==> src/rtl/obc_pkg.sv <==
package obc_pkg;

    typedef enum logic [1:0] {
        OBC_IDLE   = 2'd0,
        OBC_ACCUM  = 2'd1,
        OBC_UPDATE = 2'd2
    } obc_state_e;

    function automatic logic signed [31:0] clip_s(
        input logic signed [31:0] v,
        input logic signed [31:0] lo,
        input logic signed [31:0] hi
    );
        if (v < lo)      return lo;
        else if (v > hi) return hi;
        else             return v;
    endfunction

endpackage

==> src/rtl/obc_strobe.sv <==
module obc_strobe #(
    parameter int N_STRB = 2
) (
    input  logic [N_STRB-1:0] strb_raw,
    input  logic              pol_high,
    output logic [N_STRB-1:0] strb_act
);
    for (genvar gi = 0; gi < N_STRB; gi++) begin : g_pol
        assign strb_act[gi] = pol_high ? strb_raw[gi] : ~strb_raw[gi];
    end
endmodule

==> src/rtl/obc_err_acc.sv <==
module obc_err_acc
    import obc_pkg::*;
#(
    parameter int DATA_W = 12,
    parameter int REF_W  = 8,
    parameter int OFS_W  = 14,
    parameter int AVG_LG = 4,
    parameter int SHIFT  = 2
) (
    input  logic                    clk,
    input  logic                    rst_n,
    input  logic                    loop_en,
    input  logic                    clamp_act,
    input  logic                    pix_vld,
    input  logic [DATA_W-1:0]       pix_in,
    input  logic [REF_W-1:0]        ref_lvl,
    output logic signed [OFS_W-1:0] ofs_q,
    output obc_state_e              state_q
);
    localparam int CORR_W  = OFS_W + 1;
    localparam int ERR_W   = CORR_W + 1;
    localparam int SUM_W   = ERR_W + AVG_LG;
    localparam int CNT_W   = AVG_LG + 1;
    localparam int LG_W    = (AVG_LG > 0) ? $clog2(AVG_LG + 1) : 1;
    localparam int CNT_LIM = 2 ** AVG_LG;
    localparam int OFS_MAX = 2 ** DATA_W - 1;

    obc_state_e state_d;

    logic signed [CORR_W-1:0] corr;
    logic signed [ERR_W-1:0]  err;
    logic signed [SUM_W-1:0]  err_ext, base_sum, nxt_sum, sum_q, snap_q, mean, step;
    logic [CNT_W-1:0]         base_cnt, nxt_cnt, cnt_q;
    logic [LG_W-1:0]          nxt_lg, snap_lg_q;
    logic                     has_q, start, take, pow2;
    logic signed [31:0]       upd_w;
    logic signed [OFS_W-1:0]  ofs_nxt;

    // error of the corrected sample against the target
    assign corr    = $signed({{(CORR_W-DATA_W){1'b0}}, pix_in}) + $signed({ofs_q[OFS_W-1], ofs_q});
    assign err     = $signed({corr[CORR_W-1], corr}) - $signed({{(ERR_W-REF_W){1'b0}}, ref_lvl});
    assign err_ext = {{AVG_LG{err[ERR_W-1]}}, err};

    assign start    = (state_q == OBC_IDLE) && clamp_act && loop_en;
    assign base_sum = start ? '0 : sum_q;
    assign base_cnt = start ? '0 : cnt_q;
    assign take     = pix_vld && clamp_act && loop_en && (state_q != OBC_UPDATE)
                      && (base_cnt != CNT_W'(CNT_LIM));
    assign nxt_cnt  = base_cnt + 1'b1;
    assign nxt_sum  = base_sum + err_ext;
    assign pow2     = (nxt_cnt & (nxt_cnt - 1'b1)) == '0;

    always_comb begin
        nxt_lg = '0;
        for (int i = 0; i < CNT_W; i++) begin
            if (nxt_cnt[i]) nxt_lg = LG_W'(i);
        end
    end

    // filter step: mean of the power-of-two prefix, then scaled down
    assign mean    = snap_q >>> snap_lg_q;
    assign step    = mean >>> SHIFT;
    assign upd_w   = 32'(ofs_q) - 32'(step);
    assign ofs_nxt = OFS_W'(clip_s(upd_w, -OFS_MAX, OFS_MAX));

    // next-state logic
    always_comb begin
        state_d = state_q;
        unique case (state_q)
            OBC_IDLE:   if (clamp_act && loop_en) state_d = OBC_ACCUM;
            OBC_ACCUM:  if (!loop_en)             state_d = OBC_IDLE;
                        else if (!clamp_act)      state_d = OBC_UPDATE;
            OBC_UPDATE:                           state_d = OBC_IDLE;
            default:                              state_d = OBC_IDLE;
        endcase
    end

    // state register
    always_ff @(posedge clk or negedge rst_n) begin
        if (!rst_n) state_q <= OBC_IDLE;
        else        state_q <= state_d;
    end

    // datapath registers driven by the state
    always_ff @(posedge clk or negedge rst_n) begin
        if (!rst_n) begin
            sum_q     <= '0;
            cnt_q     <= '0;
            snap_q    <= '0;
            snap_lg_q <= '0;
            has_q     <= 1'b0;
            ofs_q     <= '0;
        end else begin
            if (start) begin
                sum_q <= '0;
                cnt_q <= '0;
                has_q <= 1'b0;
            end
            if (take) begin
                sum_q <= nxt_sum;
                cnt_q <= nxt_cnt;
                if (pow2) begin
                    snap_q    <= nxt_sum;
                    snap_lg_q <= nxt_lg;
                    has_q     <= 1'b1;
                end
            end
            if ((state_q == OBC_UPDATE) && loop_en && has_q) ofs_q <= ofs_nxt;
        end
    end
endmodule

==> src/rtl/obc_out_stage.sv <==
module obc_out_stage
    import obc_pkg::*;
#(
    parameter int DATA_W = 12,
    parameter int REF_W  = 8,
    parameter int OFS_W  = 14
) (
    input  logic                    clk,
    input  logic                    rst_n,
    input  logic [DATA_W-1:0]       pix_in,
    input  logic                    pix_vld,
    input  logic                    loop_en,
    input  logic                    blank_eff,
    input  logic signed [OFS_W-1:0] ofs,
    input  logic [REF_W-1:0]        ref_lvl,
    output logic [DATA_W-1:0]       pix_out,
    output logic                    out_vld
);
    localparam int PIX_MAX = 2 ** DATA_W - 1;

    logic signed [31:0] adj, sumv;

    assign adj  = loop_en ? 32'(ofs) : $signed(32'(ref_lvl));
    assign sumv = $signed(32'(pix_in)) + adj;

    always_ff @(posedge clk or negedge rst_n) begin
        if (!rst_n) begin
            pix_out <= '0;
            out_vld <= 1'b0;
        end else begin
            out_vld <= pix_vld;
            if (pix_vld) pix_out <= blank_eff ? '0 : DATA_W'(clip_s(sumv, 0, PIX_MAX));
        end
    end
endmodule

==> src/rtl/ob_clamp_loop.sv <==
module ob_clamp_loop
    import obc_pkg::*;
#(
    parameter int DATA_W = 12,
    parameter int REF_W  = 8,
    parameter int OFS_W  = 14,
    parameter int AVG_LG = 4,
    parameter int SHIFT  = 2
) (
    input  logic              clk,
    input  logic              rst_n,
    input  logic [DATA_W-1:0] pix_in,
    input  logic              pix_vld,
    input  logic              clamp_strb,
    input  logic              blank_strb,
    input  logic              strb_pol,
    input  logic              loop_en,
    input  logic [REF_W-1:0]  ref_lvl,
    output logic [DATA_W-1:0] pix_out,
    output logic              out_vld
);
    logic [1:0]              strb_act;
    logic                    clamp_act, blank_eff;
    logic signed [OFS_W-1:0] ofs_q;
    obc_state_e              state_q;

    obc_strobe #(.N_STRB(2)) u_strb (
        .strb_raw ({blank_strb, clamp_strb}),
        .pol_high (strb_pol),
        .strb_act (strb_act)
    );

    assign clamp_act = strb_act[0];
    assign blank_eff = strb_act[1] & ~clamp_act;  // clamp has priority

    obc_err_acc #(
        .DATA_W(DATA_W), .REF_W(REF_W), .OFS_W(OFS_W), .AVG_LG(AVG_LG), .SHIFT(SHIFT)
    ) u_acc (
        .clk       (clk),
        .rst_n     (rst_n),
        .loop_en   (loop_en),
        .clamp_act (clamp_act),
        .pix_vld   (pix_vld),
        .pix_in    (pix_in),
        .ref_lvl   (ref_lvl),
        .ofs_q     (ofs_q),
        .state_q   (state_q)
    );

    obc_out_stage #(.DATA_W(DATA_W), .REF_W(REF_W), .OFS_W(OFS_W)) u_out (
        .clk       (clk),
        .rst_n     (rst_n),
        .pix_in    (pix_in),
        .pix_vld   (pix_vld),
        .loop_en   (loop_en),
        .blank_eff (blank_eff),
        .ofs       (ofs_q),
        .ref_lvl   (ref_lvl),
        .pix_out   (pix_out),
        .out_vld   (out_vld)
    );
endmodule

==> config.mk <==
export PLATFORM = sky130hd
export DESIGN_NAME = ob_clamp_loop
export DESIGN_NICKNAME = d
export VERILOG_FILES = /design/src/rtl/obc_pkg.sv /design/src/rtl/obc_strobe.sv /design/src/rtl/obc_err_acc.sv /design/src/rtl/obc_out_stage.sv /design/src/rtl/ob_clamp_loop.sv
export SDC_FILE = /design/constraint.sdc
export NUM_CORES = 1
export LEC_CHECK = 0
export ABC_CLOCK_PERIOD_IN_PS = 9990
export CORE_MARGIN = 2
export CORE_UTILIZATION = 53
export DETAILED_ROUTE_END_ITERATION = 16
export DONT_BUFFER_PORTS = 1
export GPL_ROUTABILITY_DRIVEN = 0
export PLACE_DENSITY = 0.68
export SYNTH_ARGS = -nofsm -noshare
export SYNTH_HDL_FRONTEND = slang
export SYNTH_HIERARCHICAL = 1
export SYNTH_SLANG_ARGS = --single-unit
==> constraint.sdc <==
create_clock -name clk -period 9.99 [get_ports clk]
set_input_delay 0.999 -clock clk [delete_from_list [all_inputs] [get_ports clk]]
set_output_delay 0.999 -clock clk [all_outputs]
set_load 0.005 [all_outputs]
==> results.md, run 1 <==
* CTS tree: built
* CTS Buf Count at 9
* Chip width at 124.3 µm
* Detailed Route Iter0 Violations at 689
* Clock slew at reported path FFs at 60 ps
* Ratio of final minimum period to clock period at 0.5202
* Die height at 124.3 µm
* Vias in the first global route at 6,207
* Root buffer cell: clkbuf_16
* CP Capture Type: register
* Drt pass-1 iters at 5
* Post-Syn Instances at 880
* Final count of pins violating max slew at 0
* Post-CTS Hold Buffers at 0
* Post-CTS Setup Bufs at 0
* Count leader, synth: inv_1
* FF-to-FF path depth at 13
* HPWL Detailed at 14,760 µm
* Final Hold Fails at 0
* Skew-Pair Late Insertion Delay at 350 ps
* Setup TNS at 0 ps
* WP data required at 10,230 ps
* Routed WL per cell at 18.16 µm
* Most used DFF post-synth: dfrtp_1
* Pwr per Cell Area at 343.5 nW/µm²
* H-tree Lvls at 3
* Mapped Area at 7666 µm²
* Initial antenna violation count at 0
* Syn_nets at 1,004
* Peak supply drop at 256.8 µV
* Layout cell share with drive strength beyond 1 at 0.09815
* Flops & latches, synth at 76
* Ys Warns at 6
* Outcome: finished clean
* Post-CTS sizing at 0
* Cell taking the most area after synthesis: dfrtp_1
* Critical path startpoint category: register
* # DRC at 0
* Initial Utilization at 0.5480
* IO Count at 40
* Core Rows at 43
* Layout net count at 985
* Fin Hold WS at 341.7 ps
* Pin count of the biggest net entering global routing at 77
* Final wirelength at 18,990 µm
* Avg Cell Area, Syn at 8.711 µm²
* Multi-input logic area at 5279 µm²
* Synth async-reset ratio at 1.000
* Min cycle time layout at 5197 ps
* Synth unique cells at 73
* Vias per cell at 6.063
* Leakage at 0.003650 µW
* Core Region at 13,990 µm²
* Max-cap violation count at 0
* Unrepaired setup endpoints after global routing: false
* Max frequency at 192.4 MHz
* Die area at 15,440 µm²
* PortBufs at 0
* Count of final setup violators at 0
* Synth-to-Final Area Change at 5.647%
* Maximum fanout along the worst path at 21
* Sink Count at 76
* Global-route wire length before repair at 31,690 µm
* FILL cells at 1,257
* Relative slew slack at 0.1670
* HP Class: in2async
* Antenna cells at 0
* Antenna Nets Post-Route at 0
* Crit path kind: reg2reg
* Post-synth EDFFs at 0
* Register area at 1902 µm²
* Slew @ Worst Pin at 1240 ps
* CTS max path bufs at 2
* Seq/Total Area, Yosys at 0.2481
* Clock skew at 7.432 ps
* Synth top area share at 0.2481
* Via Count at 6,342
* All-layer global routing usage at 0.2508
* Post-synth top cells: 86 x inv_1, 78 x nand2_1, 76 x dfrtp_1
* Worst EP arrival at 5430 ps
* Ranking of synthesized cells by area: dfrtp_1 25%, ha_1 12%, fa_1 5.7%, inv_1 4.2%, a21oi_1 4.0%
* Grt total ovfl at 0
-- worst max-delay path, stage by stage (launching register included) --
cell and delay (ps):
dfrtp_1 870, mux4_2 600, nand2_1 80, nand2_1 70, ha_1 220, fa_1 420, nand2b_1 240, a211oi_2 280
o311ai_1 180, nand3b_1 130, xor2_1 750, nor3b_1 380, o2111ai_2 440, a311oi_1 440
-- layout make-up --
cell class / count / share of cell area
inverter: 86 / 0.03986
clock inverter: 6 / 0.01375
clock buffer: 10 / 0.02827
multi-input combinational: 684 / 0.6518
tap: 180 / 0.02781
timing repair buffer: 4 / 0.003708
sequential: 76 / 0.2348
-- sequential cells by signal, indices dropped and copies added, names as in the netlist --
| register | cells |
|---|---|
| u_acc/sum_q | 20 |
| u_acc/snap_q | 18 |
| u_acc/ofs_q | 14 |
| u_out/pix_out | 12 |
| u_acc/cnt_q | 5 |
| u_acc/snap_lg_q | 3 |
| u_acc/state_q | 2 |
| u_acc/has_q | 1 |
| u_out/out_vld | 1 |
-- final timing paths --
kind,startpoint,end,slack [ps]
worst min register to register,u_acc/has_q,u_acc/has_q,480
worst min-delay path,rst_n,u_out/pix_out[0],340
max in group asynchronous,rst_n,u_acc/snap_lg_q[1],9510
worst max-delay path,u_acc/snap_lg_q[0],u_acc/ofs_q[9],4790
worst max register to register,u_acc/snap_lg_q[0],u_acc/ofs_q[9],4790
min in group clk,u_acc/has_q,u_acc/has_q,480
-- power breakdown --
part | internal (µW) | total (µW) | switching [µW]
sequential | 401 | 505 | 103
combinational | 768 | 1900 | 1130
clock | 245 | 378 | 133
-- cells by family (layout without fill, tap and decap cells) --
| family | Yosys count | count (layout) | synth area share |
|---|---|---|---|
| xor gates and xnor gates | 41 | 41 | 0.04684 |
| adders and majority gates | 97 | 97 | 0.1799 |
| and+or+nand+nor | 273 | 273 | 0.1802 |
| DFF | 76 | 76 | 0.2481 |
| AOI/OAI and AO/OA | 219 | 219 | 0.1923 |
| muxes | 54 | 54 | 0.08944 |
| buffers and inverters | 120 | 106 | 0.06333 |
-- through the flow --
| stage | utilization | cells | setup slack (ps) | total power, µW | area [µm²] |
|---|---|---|---|---|---|
| after floorplan | - | 880 | 5154 | 1965 | 7666 |
| after global placement | 0.5547 | 1030 | 4776 | 2311 | 7759 |
| after detailed placement | 0.5547 | 1030 | 4648 | 2370 | 7759 |
| after CTS | 0.5790 | 1046 | 4857 | 2762 | 8099 |
| after global routing | 0.5790 | 1046 | 4437 | 3031 | 8099 |
| final | 0.5790 | 1046 | 4793 | 2782 | 8099 |
-- routing by layer --
metal | routed length (µm) | track usage | vias up
li1 | - | - | 3080
met2 | 8920 | 0.4021 | 214
met5 | 0 | 0 | -
met3 | 1124 | 0.05112 | 34
met4 | 378 | 0.08130 | 0
met1 | 8567 | 0.3410 | 3014
-- cell usage in the layout (no fill, tap or decap), drive strengths merged, types with 23 or more instances in the layout --
master,count
inv,87
a21oi,74
nor3,26
nor2,62
o21ai,55
nand2,78
xnor2,28
mux2,23
ha,75
dfrtp,76
Note: power is estimated with default switching activity, not from simulation.
==> run 2, diff against run 1 <==
- ABC_CLOCK_PERIOD_IN_PS: 9990 -> 5400
- clock period: 9.99 -> 5.4 ns (I/O delays scaled with it)
==> run 2 against run 1 <==
Die area stayed put. Largest power group unchanged. Largest cell class unchanged. Total power grew 85%. Core utilization increased by 0.089 points.
==> results.md, run 2 (synthesis gave the netlist of run 1 again) <==
* Flop pwr share at 0.182 (was 0.181)
* Critical path startpoint category: register (unchanged)
* Post-CTS sizing at 0 (unchanged)
* Final wirelength at 19,610 µm (was 18,990 µm)
* Maximum fanout along the worst path at 21 (unchanged)
* Leading cell type in the layout, fill and taps excluded: inv_1 (unchanged)
* Fin Hold WS at 85.44 ps (was 341.7 ps)
* Global-route wire length before repair at 32,490 µm (was 31,690 µm)
* Final Hold Fails at 0 (unchanged)
* Power Total at 5145 µW (was 2782 µW)
* Initial Utilization at 0.5480 (unchanged)
* Clock slew at reported path FFs at 60 ps (about the same)
* Die area at 15,440 µm² (unchanged)
* Chip width at 124.3 µm (unchanged)
* Antenna cells at 0 (unchanged)
* Post-CTS Hold Buffers at 1 (was 0)
* HP Class: in2async (unchanged)
* Die height at 124.3 µm (unchanged)
* P_int at 2576 µW (was 1414 µW)
* Detailed Route Iter0 Violations at 577 (was 689)
* Via Count at 6,419 (was 6,342)
* Comb pwr share at 0.698 (was 0.683)
* Worst EP arrival at 5280 ps (was 5430 ps)
* CTS max path bufs at 2 (unchanged)
* Crit path kind: reg2reg (unchanged)
* Initial antenna violation count at 0 (unchanged)
* Unrepaired setup endpoints after global routing: false (unchanged)
* Relative slew slack at 0.1679 (was 0.1670)
* Sw Ratio at 0.4992 (was 0.4917)
* WP data required at 5640 ps (was 10,230 ps)
* Setup TNS at 0 ps (unchanged)
* Max reg flops at 20 (unchanged)
* Max-cap violation count at 0 (unchanged)
* Peak supply drop at 451.6 µV (was 256.8 µV)
* Net Sw Power at 2568 µW (was 1368 µW)
* Min cycle time layout at 5040 ps (was 5197 ps)
* Layout cell share with drive strength beyond 1 at 0.1034 (was 0.09815)
* Slew @ Worst Pin at 1239 ps (was 1240 ps)
* IO Count at 40 (unchanged)
* Count of final setup violators at 0 (unchanged)
* Antenna Nets Post-Route at 0 (unchanged)
* Layout net count at 989 (was 985)
* Largest reg by FF count: u_acc/sum_q (unchanged)
* Leakage at 0.003658 µW (was 0.003650 µW)
* Drt pass-1 iters at 5 (unchanged)
* All-layer global routing usage at 0.2571 (was 0.2508)
* Core Rows at 43 (unchanged)
* Synth-to-Final Area Change at 5.810% (was 5.647%)
* Post-CTS Setup Bufs at 0 (unchanged)
* # DRC at 0 (unchanged)
* Outcome: finished clean (unchanged)
* H-tree Lvls at 3 (unchanged)
* Pin count of the biggest net entering global routing at 77 (unchanged)
* Clock Power Share at 0.120 (was 0.136)
* Pwr per Cell Area at 634.3 nW/µm² (was 343.5 nW/µm²)
* Clock skew at 9.886 ps (was 7.432 ps)
* Grt total ovfl at 0 (unchanged)
* Sink Count at 76 (unchanged)
* Vias per cell at 6.113 (was 6.063)
* CTS Buf Count at 9 (unchanged)
* Final Util at 0.5799 (was 0.5790)
* PortBufs at 0 (unchanged)
* Regs by FF count: u_acc/sum_q (20), u_acc/snap_q (18), u_acc/ofs_q (14) (unchanged)
* Commonest cells after routing, fill and taps aside: 86 x inv_1, 78 x nand2_1, 76 x dfrtp_1 (unchanged)
* Routed WL per cell at 18.68 µm (was 18.16 µm)
* HPWL Detailed at 15,110 µm (was 14,760 µm)
* Ratio of final minimum period to clock period at 0.9333 (was 0.5202)
* Root buffer cell: clkbuf_16 (unchanged)
* CTS tree: built (unchanged)
* CP Capture Type: register (unchanged)
* Max frequency at 198.4 MHz (was 192.4 MHz)
* Final count of pins violating max slew at 0 (unchanged)
* Vias in the first global route at 6,405 (was 6,207)
* Skew-Pair Late Insertion Delay at 340 ps (was 350 ps)
* Core Region at 13,990 µm² (unchanged)
==> run 2: cell types whose count changed in the layout (fill, tap and decap cells not counted) <==
cell / previous run / this run
clkbuf_1: 1 / 0
inv_6: 1 / 0
clkinv_2: 1 / 2
bufinv_16: 3 / 1
clkbuf_8: 0 / 1
clkinvlp_4: 1 / 2
buf_16: 0 / 1
buf_4: 4 / 7
clkinv_4: 0 / 1
==> run 2: area by class of cell <==
type	instances	area (µm²)
inverter	86	322.8
fill	1226	5877
tap	180	225.2
clock buffer	10	239.0
timing repair buffer	8	80.08
clock inverter	6	63.81
multi-input combinational	684	5279
sequential	76	1902
==> run 2: path summary, 6_finish.rpt <==
check                               endpoint               start  slack [ps]  depth (start not counted)
setup / recovery              u_acc/ofs_q[9]  u_acc/snap_lg_q[0]         360                         14
hold / removal             u_out/pix_out[10]               rst_n          90                          1
setup reg to reg              u_acc/ofs_q[9]  u_acc/snap_lg_q[0]         360                         14
hold reg to reg                  u_acc/has_q         u_acc/has_q         480                          2
max in group asynchronous    u_acc/snap_q[9]               rst_n        4990                          1
min in group clk               u_out/out_vld             pix_vld         230                          0
==> run 2: layer usage <==
layer  track usage  vias to the layer above  wire length, µm
met2        0.4217                      223             9279
li1              -                     3086                -
met1        0.3428                     3069             8684
met3       0.04983                       41             1136
met5             0                        -                0
met4       0.08460                        0              508
==> run 2: through the flow <==
step / setup WS (ps) / instance area [µm²] / instances
2_1_floorplan: 1023 / 7666 / 880
3_3_place_gp: 727.4 / 7781 / 1033
3_5_place_dp: 479.9 / 7781 / 1033
4_1_cts: 483.0 / 8112 / 1050
5_1_grt: 118.3 / 8112 / 1050
6_report: 360.0 / 8112 / 1050
==> run 2: power by group through the flow <==
stage                     clock (µW)  combinational, µW  sequential, µW
after floorplan                    0               2800             838
after CTS                        630               3560             937
after global placement             0               3420             933
after global routing             659               3980             964
after detailed placement           0               3510             946
final                            618               3590             936
==> run 2: critical path: stages (launching register included) <==
cell,delay (ps)
dfrtp_1,900
mux4_2,610
nand2_1,80
nand2_1,60
ha_1,220
fa_1,410
nand2b_1,230
a211oi_2,370
o311ai_1,230
nand3b_1,150
xor2_1,150
buf_4,220
nor3b_1,410
o2111ai_2,480
a311oi_1,400
==> run 3, diff against run 2 <==
- SYNTH_HIERARCHICAL: 1 -> not set
==> run 3 against run 2 <==
Cell count fell by 5.7%. Setup slack better by 180 ps. Critical path depth unchanged. Die area decreased by 5.5%. Critical path type unchanged. Largest cell class unchanged. Highest routed layer unchanged.
==> results.md, run 3 <==
* HPWL Detailed at 13,750 µm (was 15,110 µm)
* Count leader, synth: inv_1 (unchanged)
* HP Class: in2async (unchanged)
* Commonest cells after routing, fill and taps aside: 90 x inv_1, 83 x nand2_1, 76 x dfrtp_1 (was 86 x inv_1, 78 x nand2_1, 76 x dfrtp_1)
* Placed Cells at 973 (was 1,033)
* Antenna Nets Post-Route at 0 (unchanged)
* # DRC at 0 (unchanged)
* Initial Utilization at 0.5439 (was 0.5480)
* Sink Count at 76 (unchanged)
* Max-cap violation count at 0 (unchanged)
* Post-Syn Instances at 828 (was 880)
* Vias in the first global route at 5,996 (was 6,405)
* All-layer global routing usage at 0.2584 (was 0.2571)
* Ratio of final minimum period to clock period at 0.8993 (was 0.9333)
* Relative slew slack at 0.3948 (was 0.1679)
* IO Count at 40 (unchanged)
* Flops & latches, synth at 76 (unchanged)
* Layout net count at 933 (was 989)
* Cell taking the most area after synthesis: dfrtp_1 (unchanged)
* Final Hold Fails at 0 (unchanged)
* Chip width at 120.8 µm (was 124.3 µm)
* Reg-to-reg endpoint: u_acc.ofs_q[10] (was u_acc/ofs_q[9])
* Final wirelength at 17,650 µm (was 19,610 µm)
* Critical path startpoint category: register (unchanged)
* CTS tree: built (unchanged)
* Regs by FF count: u_acc.sum_q (20), u_acc.snap_q (18), u_acc.ofs_q (14) (was u_acc/sum_q (20), u_acc/snap_q (18), u_acc/ofs_q (14))
* Global-route wire length before repair at 30,000 µm (was 32,490 µm)
* Drt pass-1 iters at 5 (unchanged)
* PortBufs at 0 (unchanged)
* Core Region at 13,300 µm² (was 13,990 µm²)
* Via Count at 6,055 (was 6,419)
* Synth unique cells at 72 (was 73)
* Final count of pins violating max slew at 0 (unchanged)
* Post-synth EDFFs at 0 (unchanged)
* CP Capture Type: register (unchanged)
* Avg Cell Area, Syn at 8.733 µm² (was 8.711 µm²)
* FILL cells at 1,158 (was 1,226)
* Synth-to-Final Area Change at 6.645% (was 5.810%)
* R2r setup slk at 540 ps (was 360 ps)
* CTS max path bufs at 2 (unchanged)
* Detailed Route Iter0 Violations at 460 (was 577)
* Origin of the critical flop-to-flop path: u_acc.snap_lg_q[1] (was u_acc/snap_lg_q[0])
* Layout cell share with drive strength beyond 1 at 0.07125 (was 0.1034)
* H-tree Lvls at 3 (unchanged)
* Post-CTS Setup Bufs at 0 (unchanged)
* Most used DFF post-synth: dfrtp_1 (unchanged)
* Antenna cells at 0 (unchanged)
* Post-route non-filler standard cell count at 990 (was 1,050)
* Worst EP arrival at 5020 ps (was 5280 ps)
* Synth top area share at 0.2630 (was 0.2481)
* Outcome: finished clean (unchanged)
* Leading cell type in the layout, fill and taps excluded: inv_1 (unchanged)
* Vias per cell at 6.116 (was 6.113)
* Clock skew at 5.264 ps (was 9.886 ps)
* Min cycle time layout at 4856 ps (was 5040 ps)
* Root buffer cell: clkbuf_16 (unchanged)
* Largest reg by FF count: u_acc.sum_q (was u_acc/sum_q)
* Max frequency at 205.9 MHz (was 198.4 MHz)
* WP data required at 5560 ps (was 5640 ps)
* Crit path kind: reg2reg (unchanged)
* Ys Warns at 0 (was 6)
* Routed WL per cell at 17.83 µm (was 18.68 µm)
* Pin count of the biggest net entering global routing at 77 (unchanged)
* Slew @ Worst Pin at 905.6 ps (was 1239 ps)
* Grt total ovfl at 0 (unchanged)
* Post-synth top cells: 90 x inv_1, 83 x nand2_1, 76 x dfrtp_1 (was 86 x inv_1, 78 x nand2_1, 76 x dfrtp_1)
* Post-CTS Hold Buffers at 1 (unchanged)
* Max reg flops at 20 (unchanged)
* FF-to-FF path depth at 14 (unchanged)
* Count of final setup violators at 0 (unchanged)
* Initial antenna violation count at 0 (unchanged)
* Skew-Pair Late Insertion Delay at 340 ps (about the same)
* Post-CTS sizing at 0 (unchanged)
* Synth async-reset ratio at 1.000 (unchanged)
* CTS Buf Count at 9 (unchanged)
* Clock slew at reported path FFs at 60 ps (about the same)
* Unrepaired setup endpoints after global routing: false (unchanged)
* Core Rows at 42 (was 43)
* Die height at 120.8 µm (was 124.3 µm)
* Mapped Area at 7231 µm² (was 7666 µm²)
* Seq/Total Area, Yosys at 0.2630 (was 0.2481)
* Ranking of synthesized cells by area: dfrtp_1 26%, ha_1 13%, fa_1 6.1%, o21ai_0 5.0%, inv_1 4.7% (was dfrtp_1 25%, ha_1 12%, fa_1 5.7%, inv_1 4.2%, a21oi_1 4.0%)
* Maximum fanout along the worst path at 24 (was 21)
* Die area at 14,590 µm² (was 15,440 µm²)
* Syn_nets at 952 (was 1,004)
* Setup TNS at 0 ps (unchanged)
-- run 3: cell types whose count changed after synthesis, moves of 11 or more --
cell and delta:
a21oi_2 -11, nand3_1 +12, a22oi_1 +13, a21oi_1 -29, nor3_1 -13, nor2_1 -22
o21ai_0 +21, nor2b_1 -14
-- run 3: final cells by class --
cell class                 count  area [µm²]  share of cell area
sequential                    76        1902              0.2466
multi-input combinational    626        4836              0.6271
inverter                      90       337.8             0.04381
clock inverter                 6       111.4             0.01444
tap                          176       220.2             0.02856
clock buffer                  10       239.0             0.03099
timing repair buffer           6       65.06            0.008437
-- run 3: per-layer routing --
metal	vias to the layer above	routed length, µm	track usage
met1	2934	7996	0.3463
met4	0	527	0.09157
met2	174	8229	0.4188
met3	35	897	0.04858
li1	2912	-	-
met5	-	0	0
-- run 3: how the worst max path moves through the flow --
stage,cells after the start,to,slack (ps),from
6_report,14,u_acc.ofs_q[10],540,u_acc.snap_lg_q[1]
5_1_grt,13,u_acc.ofs_q[8],240,u_acc.snap_lg_q[1]
4_1_cts,14,u_acc.ofs_q[8],550,u_acc.snap_lg_q[1]
3_5_place_dp,14,u_acc.ofs_q[8],550,u_acc.snap_lg_q[1]
3_3_place_gp,16,u_acc.snap_q[14],720,strb_pol
2_1_floorplan,19,u_acc.snap_q[15],900,strb_pol
-- run 3: metrics by stage --
stage	setup slack (ps)	instance area (µm²)	hold WS (ps)	utilization
floorplan	895.5	7231	244.4	-
global placement	718.0	7333	246.1	0.5516
detailed placement	547.7	7333	246.2	0.5516
CTS	552.2	7711	108.7	0.5800
global route	243.9	7711	129.8	0.5800
finish	543.7	7711	73.05	0.5800
-- run 3: cell families after synthesis --
logic type | count (synthesis) | share of synthesized area
AOI/OAI and AO/OA | 226 | 0.2064
and+or+nand+nor | 218 | 0.1450
buffers and inverters | 126 | 0.06818
adders and majority gates | 97 | 0.1907
DFF | 76 | 0.2630
muxes | 47 | 0.08064
xor gates and xnor gates | 38 | 0.04603
-- run 3: worst max-delay path: stages, from the launching register on --
cell and delay (ps):
dfrtp_1 890, mux2_2 430, nor2_1 90, a211oi_1 60
a21oi_1 240, inv_1 90, fa_1 430, and2b_1 260
o31ai_1 120, a211o_1 290, a211oi_2 240, nor3_1 110
or4_4 550, o31ai_2 660, o211ai_1 210
Power of run 3 is not shown: default switching activity piles up to over one toggle a cycle in this logic, so the estimate is an artifact.
